## config.mk

```make
export PLATFORM = sky130hd
export DESIGN_NAME = hpm_event_bank
export DESIGN_NICKNAME = d
export VERILOG_FILES = /design/src/rtl/hpm_pkg.sv /design/src/rtl/hpm_evt_route.sv /design/src/rtl/hpm_counter.sv /design/src/rtl/hpm_csr_read.sv /design/src/rtl/hpm_event_bank.sv
export SDC_FILE = /design/constraint.sdc
export NUM_CORES = 2
export LEC_CHECK = 0
export BUFFER_PORTS_ARGS = -buffer_cell sky130_fd_sc_hd__buf_4
export CORE_ASPECT_RATIO = 2
export CORE_MARGIN = 5
export CORE_UTILIZATION = 25
export DETAILED_ROUTE_END_ITERATION = 8
export GPL_TIMING_DRIVEN = 0
export PLACE_DENSITY = 0.42
export SYNTH_ARGS = -nofsm -noshare
export SYNTH_HDL_FRONTEND = slang
export SYNTH_SLANG_ARGS = --single-unit
```

## constraint.sdc

```tcl
create_clock -name clk_i -period 2.45 [get_ports clk_i]
set_clock_uncertainty 0.05 [all_clocks]
set_input_delay 0.3675 -clock clk_i [delete_from_list [all_inputs] [get_ports clk_i]]
set_output_delay 0.3675 -clock clk_i [all_outputs]
set_load 0.01 [all_outputs]
```

## src/rtl/hpm_pkg.sv

```systemverilog
package hpm_pkg;

   localparam int unsigned HPM_SLOTS   = 32;
   localparam int unsigned HPM_FIRST   = 3;
   localparam int unsigned HPM_ADDR_W  = 12;
   localparam int unsigned HPM_DATA_W  = 32;
   localparam int unsigned HPM_IDX_W   = $clog2(HPM_SLOTS);
   localparam int unsigned HPM_PAGE_W  = HPM_ADDR_W - HPM_IDX_W;

   localparam logic [HPM_PAGE_W-1:0] PAGE_CNT_LO = 7'h58;
   localparam logic [HPM_PAGE_W-1:0] PAGE_CNT_HI = 7'h5C;
   localparam logic [HPM_PAGE_W-1:0] PAGE_SEL    = 7'h19;

   localparam int unsigned EVT_SIGN = 13;
   localparam int unsigned EVT_AUTH = 14;

   typedef enum logic [1:0] {
      SPACE_NONE,
      SPACE_LO,
      SPACE_HI,
      SPACE_SEL
   } csr_space_e;

   typedef struct packed {
      csr_space_e            space;
      logic [HPM_IDX_W-1:0]  idx;
   } csr_dec_t;

   function automatic csr_dec_t decode_addr(input logic [HPM_ADDR_W-1:0] a);
      csr_dec_t d;
      d.idx = a[HPM_IDX_W-1:0];
      unique case (a[HPM_ADDR_W-1:HPM_IDX_W])
         PAGE_CNT_LO: d.space = SPACE_LO;
         PAGE_CNT_HI: d.space = SPACE_HI;
         PAGE_SEL:    d.space = SPACE_SEL;
         default:     d.space = SPACE_NONE;
      endcase
      return d;
   endfunction

   function automatic logic [HPM_DATA_W-1:0] onehot_sel(input int unsigned id);
      return HPM_DATA_W'(1) << id;
   endfunction

   function automatic logic slot_live(input logic [HPM_IDX_W-1:0] idx,
                                      input int unsigned cnt_num);
      int unsigned n;
      n = {{(32-HPM_IDX_W){1'b0}}, idx};
      return (n >= HPM_FIRST) && (n < HPM_FIRST + cnt_num);
   endfunction

endpackage

```

## src/rtl/hpm_evt_route.sv

```systemverilog
module hpm_evt_route
   import hpm_pkg::*;
#(
   parameter int unsigned CNT_NUM = 12
) (
   input  logic [HPM_SLOTS-1:0] evt_i,
   input  logic                 id_done_i,
   input  logic                 sign_kind_i,
   input  logic                 auth_kind_i,
   output logic [HPM_SLOTS-1:0] inc_o
);

   logic [HPM_SLOTS-1:0] src;

   always_comb begin
      src = evt_i;
      src[HPM_FIRST-1:0] = '0;
      src[EVT_SIGN] = id_done_i & sign_kind_i;
      src[EVT_AUTH] = id_done_i & auth_kind_i;
   end

   for (genvar i = 0; i < HPM_SLOTS; i++) begin : g_slot
      if (i >= HPM_FIRST && i < HPM_FIRST + CNT_NUM) begin : g_on
         logic [HPM_SLOTS-1:0] sel;
         assign sel      = onehot_sel(i);
         assign inc_o[i] = |(src & sel);
      end else begin : g_off
         assign inc_o[i] = 1'b0;
      end
   end

   logic unused_src;
   assign unused_src = ^src;

endmodule

```

## src/rtl/hpm_counter.sv

```systemverilog
module hpm_counter
   import hpm_pkg::*;
#(
   parameter int unsigned CNT_W = 40
) (
   input  logic                  clk_i,
   input  logic                  rst_ni,
   input  logic                  inc_i,
   input  logic                  wr_lo_i,
   input  logic                  wr_hi_i,
   input  logic [HPM_DATA_W-1:0] wdata_i,
   output logic [CNT_W-1:0]      cnt_o
);

   localparam int unsigned HI_W = CNT_W - HPM_DATA_W;

   logic [CNT_W-1:0] cnt_q;
   logic [CNT_W-1:0] cnt_d;
   logic [HI_W-1:0]  hi_in;

   if (HI_W == HPM_DATA_W) begin : g_full_hi
      assign hi_in = wdata_i;
   end else begin : g_part_hi
      assign hi_in = wdata_i[HI_W-1:0];
      logic unused_wd;
      assign unused_wd = ^wdata_i[HPM_DATA_W-1:HI_W];
   end

   always_comb begin
      cnt_d = cnt_q;
      if (wr_lo_i) begin
         cnt_d[HPM_DATA_W-1:0] = wdata_i;
      end else if (wr_hi_i) begin
         cnt_d[CNT_W-1:HPM_DATA_W] = hi_in;
      end else if (inc_i) begin
         cnt_d = cnt_q + CNT_W'(1);
      end
   end

   always_ff @(posedge clk_i or negedge rst_ni) begin
      if (!rst_ni) cnt_q <= '0;
      else         cnt_q <= cnt_d;
   end

   assign cnt_o = cnt_q;

endmodule

```

## src/rtl/hpm_csr_read.sv

```systemverilog
module hpm_csr_read
   import hpm_pkg::*;
#(
   parameter int unsigned CNT_NUM = 12,
   parameter int unsigned CNT_W   = 40
) (
   input  csr_dec_t                          dec_i,
   input  logic [HPM_SLOTS-1:0][CNT_W-1:0]   cnt_all_i,
   output logic [HPM_DATA_W-1:0]             rdata_o
);

   logic [CNT_W-1:0] pick;
   logic             live;

   assign pick = cnt_all_i[dec_i.idx];
   assign live = slot_live(dec_i.idx, CNT_NUM);

   always_comb begin
      rdata_o = '0;
      unique case (dec_i.space)
         SPACE_LO:  if (live) rdata_o = pick[HPM_DATA_W-1:0];
         SPACE_HI:  if (live) rdata_o = HPM_DATA_W'(pick[CNT_W-1:HPM_DATA_W]);
         SPACE_SEL: if (live) rdata_o = onehot_sel({{(32-HPM_IDX_W){1'b0}}, dec_i.idx});
         default:   rdata_o = '0;
      endcase
   end

endmodule

```

## src/rtl/hpm_event_bank.sv

```systemverilog
module hpm_event_bank
   import hpm_pkg::*;
#(
   parameter int unsigned CNT_NUM = 12,
   parameter int unsigned CNT_W   = 40
) (
   input  logic                  clk_i,
   input  logic                  rst_ni,
   input  logic [HPM_SLOTS-1:0]  evt_i,
   input  logic                  id_done_i,
   input  logic                  sign_kind_i,
   input  logic                  auth_kind_i,
   input  logic [HPM_ADDR_W-1:0] csr_addr_i,
   input  logic                  csr_we_i,
   input  logic [HPM_DATA_W-1:0] csr_wdata_i,
   output logic [HPM_DATA_W-1:0] csr_rdata_o
);

   if (CNT_W <= HPM_DATA_W || CNT_W > 2 * HPM_DATA_W) begin : g_bad_width
      $error("hpm_event_bank: CNT_W must lie in 33..64");
   end
   if (CNT_NUM < 1 || CNT_NUM > HPM_SLOTS - HPM_FIRST) begin : g_bad_num
      $error("hpm_event_bank: CNT_NUM must lie in 1..29");
   end

   csr_dec_t                        dec;
   logic [HPM_SLOTS-1:0]            inc;
   logic [HPM_SLOTS-1:0]            wr_lo;
   logic [HPM_SLOTS-1:0]            wr_hi;
   logic [HPM_SLOTS-1:0][CNT_W-1:0] cnt_all;

   assign dec = decode_addr(csr_addr_i);

   hpm_evt_route #(.CNT_NUM(CNT_NUM)) u_route (
      .evt_i       (evt_i),
      .id_done_i   (id_done_i),
      .sign_kind_i (sign_kind_i),
      .auth_kind_i (auth_kind_i),
      .inc_o       (inc)
   );

   for (genvar i = 0; i < HPM_SLOTS; i++) begin : g_cnt
      if (i >= HPM_FIRST && i < HPM_FIRST + CNT_NUM) begin : g_live
         assign wr_lo[i] = csr_we_i && (dec.space == SPACE_LO)
                           && (dec.idx == HPM_IDX_W'(i));
         assign wr_hi[i] = csr_we_i && (dec.space == SPACE_HI)
                           && (dec.idx == HPM_IDX_W'(i));
         hpm_counter #(.CNT_W(CNT_W)) u_cnt (
            .clk_i   (clk_i),
            .rst_ni  (rst_ni),
            .inc_i   (inc[i]),
            .wr_lo_i (wr_lo[i]),
            .wr_hi_i (wr_hi[i]),
            .wdata_i (csr_wdata_i),
            .cnt_o   (cnt_all[i])
         );
      end else begin : g_dead
         assign wr_lo[i]   = 1'b0;
         assign wr_hi[i]   = 1'b0;
         assign cnt_all[i] = '0;
      end
   end

   hpm_csr_read #(.CNT_NUM(CNT_NUM), .CNT_W(CNT_W)) u_read (
      .dec_i     (dec),
      .cnt_all_i (cnt_all),
      .rdata_o   (csr_rdata_o)
   );

endmodule

```

# Word-level counts from Yosys, hierarchy flattened
# Cells that the tools add are included.
# op_classes
add_sub_neg	12
magnitude_cmp	3
n_eq_ne	30
shift	1
n_mux	55
n_bitwise	14
n_reduce_logical	75
# op_table
operator	n
$mux 32	26
$mux 40	13
$add 40x1->40 const B	12
$bmux 40 s5	1
$mux 8	13
$pmux 32 s3	1
$reduce_and 2->1	24
$reduce_bool 2->1	24
$eq 5x4->1 const B	7
$shl 1x5->32 const A	1
$logic_and 1x1->1	27
$ne 2x1->1 const B	12
$eq 5x3->1 const B	4
$eq 7x7->1 const B	2
$not 1->1	12
$eq 7x5->1 const B	1
$lt 5x6->1 const B	1
$pmux 2 s3	1
$eq 5x2->1 const B	1
$ge 5x2->1 const B	1
$lt 5x4->1 const B	1
$eq 2x2->1 const B	2
$and 1x1->1	2
$eq 2x1->1 const B	1
# word_totals
reg_bits	480
in_bits	82
out_inout_bits	32

# Depth between registers and ports, before layout
# logic_depth
word_depth	7
ltp_mapped	11

# Hierarchy
# Synthesis repeated with hierarchy kept, for this count alone.
# unflattened
cells_unflattened	3922
area_unflattened_um2	35898.2
# modules_own_cells
mod	n_inst	cells_per_inst	area_each_um2	seq_area_each_um2
hpm_counter	12	279	2491.1	1001.0
hpm_csr_read	1	490	5351.4	0.0
hpm_event_bank	1	51	411.6	0.0
hpm_evt_route	1	33	241.5	0.0

# Worst setup path after synthesis
# Ideal clock, no wire load.
# synth_timing
path_kind	input to output
startpoint	input csr_addr_i[1]
endpoint	output csr_rdata_o[2]
t_arrival_ps	2153
required_time_ps	2033
slack_ps	-121
stages	9
n_path_buf	6
cell_sequence	buf_4 > buf_4 > buf_4 > buf_2 > buf_2 > buf_2 > mux4_2 > a221oi_1 > o21ai_0
# synth_via
elab_chain_cells	4
elab_cells_between_ends	10
cone_classes	order compare: 2; shift: 1; mux: 6; reduce/logical: 1
# synth_rtl
item	line_no	source
start, declared	hpm_event_bank.sv:13	input logic [HPM_ADDR_W-1:0] csr_addr_i,
$bmux 40 s5 (tied with other cells)	hpm_csr_read.sv:15	assign pick = cnt_all_i[dec_i.idx];
$mux 40 (not written as such) or $logic_and 1x1->1 (tied branches)	hpm_csr_read.sv:15, hpm_pkg.sv:49	
$mux 8 (tied with other cells)	hpm_csr_read.sv:22	SPACE_HI: if (live) rdata_o = HPM_DATA_W'(pick[CNT_W-1:HPM_DATA_W]);
$pmux 32 s3 (*)	hpm_csr_read.sv:20	unique case (dec_i.space)
end, declared	hpm_event_bank.sv:16	output logic [HPM_DATA_W-1:0] csr_rdata_o
# Mark *: on every way between the ends. The rest lies on a longest branch, timed or not. The select of a mux whose other input is x is not followed.

# Final worst setup path
# layout_timing
startpoint	register g_cnt[5].g_live.u_cnt.cnt_q[36]
endpoint	output csr_rdata_o[4]
# layout_via
elab_chain_cells	4
# layout_rtl
item	line_no	source
start, declared	hpm_counter.sv:17	logic [CNT_W-1:0] cnt_q;
start signal, assigned	hpm_counter.sv:42	else cnt_q <= cnt_d;
$bmux 40 s5	hpm_csr_read.sv:15	
$mux 40 (not written as such)	hpm_csr_read.sv:15	
$mux 8	hpm_csr_read.sv:22	
$pmux 32 s3	hpm_csr_read.sv:20	
# No other way between the ends. The select of a mux whose other input is x is not followed.

==> metrics.md <==
| Metric | Value |
|---|---|
| Run status | `complete, but fails checks` |
| Violated checks | `setup timing` |
| Remaining antenna violation count after routing | `0` |
| Die Wd | `275 um` |
| Clock root cell | `sky130_fd_sc_hd__clkbuf_16` |
| Cell Area, Synth | `0.0350 sq mm` |
| Worst reg2reg path startpoint | `g_cnt[5].g_live.u_cnt.cnt_o[0]` |
| Core Rows | `194` |
| Total via count in the routed design | `43328` |
| Depth of the worst register-to-register path | `8` |
| Sequential Power Share | `0.420` |
| Clock-pin slew on the worst setup and hold paths | `0.08 ns` |
| Vertical die dimension | `539 um` |
| Relative slew slack | `0.296` |
| Main flop type after synthesis | `sky130_fd_sc_hd__dfrtp_1` |
| Total number of H-tree levels | `2` |
| # setup viols final | `42` |
| Cell types with the highest counts after synthesis | `sky130_fd_sc_hd__a21oi_1, sky130_fd_sc_hd__nand2_1, sky130_fd_sc_hd__dfrtp_1` |
| Vias in the first global route | `41132` |
| Critical path peak fanout | `5` |
| Net count after synthesis | `4518` |
| Via density | `6.40` |
| Critical path startpoint | `g_cnt[5].g_live.u_cnt.cnt_o[36]` |
| Post-DR wirelength/cell | `40.1 um` |
| Max-slew violation count | `0` |
| End of the worst register-to-register path | `g_cnt[5].g_live.u_cnt.cnt_o[34]` |
| Layout cells sized above 1 | `0.263` |
| Number of enable flip-flop cells after synthesis | `0` |
| Mean cell area of the mapped netlist | `7.92 sq um` |
| Post-synthesis cell type count | `97` |
| Number of buffers inserted during clock tree synthesis | `53` |
| Setup repair after global routing missed its margin | `yes` |
| Number of antenna violations at the first check in global routing | `41` |
| Count of unresolved DRC violations after routing | `0` |
| P_sw | `11400 uW` |
| Top Ports | `114` |
| Maximum number of pins on one net before global-route repair | `100` |
| Clk network pwr share | `0.322` |
| Post-synthesis sequential area ratio | `0.343` |
| Combinational power share | `0.258` |
| VDD IR-drop max | `0.523 mV` |
| Cell types occupying the most area after synthesis | `sky130_fd_sc_hd__dfrtp_1, sky130_fd_sc_hd__a21oi_1, sky130_fd_sc_hd__o21ai_0, sky130_fd_sc_hd__nand2_1, sky130_fd_sc_hd__mux4_2` |
| Die ar. | `0.148 sq mm` |
| Count of port buffers added during placement | `88` |
| Aggregate negative setup slack | `-18.24 ns` |
| Final critical-path setup slack | `-0.721 ns` |
| Maximum buffer depth of the clock tree | `3` |
| Total internal power | `16500 uW` |
| Number of instances in the synthesized netlist | `4424` |
| Number of filler cells placed in the layout | `14837` |
| Slack of the worst reg-to-reg path | `-0.06 ns` |
| WP data required | `2.03 ns` |
| Fraction of met2 tracks used by global routing | `0.596` |
| Leak | `0.0177 uW` |
| Clock insertion delay at the later pin of the skew report | `0.67 ns` |
| CTS tree | `done` |
| Startpoint Class | `flop` |
| Async set or reset register ratio after synthesis | `1.00` |
| Total wire length | `272000 um` |
| Total of warnings raised by yosys | `0` |
| Ratio of total power to cell area | `601 mW/mm^2` |
| Critical Path AT | `2.75 ns` |
| First-pass iteration count of the detailed router | `9` |
| Met1 track demand over resource | `0.357` |
| Placer Congestion | `1.05` |
| Grt peak-use layer | `met2` |
| Starting utilization of the core area | `0.251` |
| Max Clock Freq | `315 MHz` |
| Final critical delay including setup and external delays | `3.17 ns` |
| Met3 usage | `0.0645` |
| Type of the most critical hold path | `in -> reg` |
| CP Capture Type | `output port` |
| Endpoint of the most critical setup path | `csr_rdata_o[4]` |
| Flops & latches, synth | `480` |
| Standard cell core area | `0.140 sq mm` |
| Fin crit share | `1.29` |
| Max reg flops | `480` |
| Top cell type by total area after synthesis | `sky130_fd_sc_hd__dfrtp_1` |
| Final count of hold timing violations | `0` |
| Max-capacitance violation count | `0` |
| Tightest Pin Transition | `1.06 ns` |
| GRT Overall Usage | `0.354` |
| Placed wire-length estimate after detailed placement | `203000 um` |
| Crit Path Class | `reg -> out` |
| Most common cell in the synthesized netlist | `sky130_fd_sc_hd__a21oi_1` |
| Number of nets at the end of the flow | `4938` |
| Number of design-rule violations left by the first detailed-router iteration | `5046` |
| Sw Ratio | `0.408` |
| Congestion Overflow GR | `0` |
| Area growth, synth to finish | `32.1%` |
| Worst-case setup slack after placement | `-2.06 ns` |
| Clock sink count | `480` |
| Area fraction of the dominant cell type after synthesis | `0.343` |
| First-pass GRT wire length | `362000 um` |
cell type report:
type                    count  area (sq um)  share of cell area
multi-input cells        3525         23600               0.509
flip-flops and latches    480         12200               0.264
diodes                     28          70.1             0.00151
clock buffers              75          1570              0.0339
well taps                1862          2330              0.0503
clock inverters            19           204             0.00441
plain buffers             319          2220              0.0479
repair buffers            382          3810              0.0823
inverters                  83           313             0.00676
power by group through the flow:
stage | Sequential [uW] | Combinational, uW | Clock (uW)
6_report | 11700 | 7200 | 8960
5_1_grt | 11600 | 7480 | 9260
3_3_place_gp | 11400 | 5440 | 0
4_1_cts | 11500 | 6650 | 9080
2_1_floorplan | 9940 | 3110 | 0
3_5_place_dp | 11400 | 5600 | 0
what timing repair did:
item	CTS	global route
hold buffers	5	0
pin swaps	109	96
endpoints found under the setup margin	495	372
gates cloned	10	1
buffers inserted	172	84
endpoints found under the hold margin	102	0
resized for setup	729	253
stage by stage:
step / cell area, sq um / std cells / power, uW / hold WS [ns] / utilization
after floorplan: 35100 / 4424 / 13000 / 0.0219 / -
after global placement: 38100 / 6374 / 16900 / 0.446 / 0.273
after detailed placement: 38800 / 6400 / 17100 / 0.447 / 0.278
after CTS: 45000 / 6670 / 27200 / 0.0414 / 0.322
after global routing: 46300 / 6755 / 28400 / 0.0763 / 0.331
final: 46300 / 6773 / 27800 / 0.0731 / 0.332
layer usage:
metal	share of wire	up-vias
met4	0.14	6
met1	0.32	21684
met3	0.069	1081
li1	-	17708
met2	0.47	2849
met5	0.000081	-
layout by cell type (no fill, tap or decap), types with 89 or more instances in the layout:
cell | Yosys | final
sky130_fd_sc_hd__nand3_1 | 297 | 274
sky130_fd_sc_hd__dfrtp_1 | 480 | 326
sky130_fd_sc_hd__a21oi_1 | 539 | 516
sky130_fd_sc_hd__nand4_1 | 160 | 160
sky130_fd_sc_hd__clkbuf_2 | 3 | 118
sky130_fd_sc_hd__dfrtp_2 | 0 | 151
sky130_fd_sc_hd__o22ai_1 | 121 | 116
sky130_fd_sc_hd__nor3_1 | 109 | 89
sky130_fd_sc_hd__clkbuf_1 | 241 | 96
sky130_fd_sc_hd__buf_4 | 10 | 299
sky130_fd_sc_hd__o21ai_0 | 388 | 353
sky130_fd_sc_hd__nor2_1 | 333 | 299
sky130_fd_sc_hd__nand2_1 | 506 | 489
critical path, stage by stage (launching register included):
cell                       delay, ns
sky130_fd_sc_hd__dfrtp_4        0.58
sky130_fd_sc_hd__mux4_2         0.53
sky130_fd_sc_hd__a221oi_2       0.30
sky130_fd_sc_hd__a211oi_1       0.07
sky130_fd_sc_hd__a211o_1        0.40
sky130_fd_sc_hd__buf_6          0.17
worst min-delay path by stage:
stage / depth (start not counted) / slack [ns] / to / from
2_1_floorplan: 0 / 0.02 / g_cnt[10].g_live.u_cnt.cnt_o[0] / rst_ni
3_3_place_gp: 1 / 0.45 / g_cnt[12].g_live.u_cnt.cnt_o[14] / g_cnt[12].g_live.u_cnt.cnt_o[14]
3_5_place_dp: 1 / 0.45 / g_cnt[12].g_live.u_cnt.cnt_o[14] / g_cnt[12].g_live.u_cnt.cnt_o[14]
4_1_cts: 4 / 0.04 / g_cnt[9].g_live.u_cnt.cnt_o[25] / evt_i[9]
5_1_grt: 3 / 0.08 / g_cnt[13].g_live.u_cnt.cnt_o[10] / csr_wdata_i[10]
6_report: 4 / 0.07 / g_cnt[9].g_live.u_cnt.cnt_o[25] / evt_i[9]
kinds of logic after synthesis:
kind of cell / synth area share
XOR/XNOR: 0.00750
AND/OR/NAND/NOR: 0.257
multiplexers: 0.0709
buffers and inverters: 0.0493
flip-flops: 0.343
AO/OA/AOI/OAI: 0.269
adder cells (fa/ha/maj): 0.00428
Power figures use the tool's default switching activity.
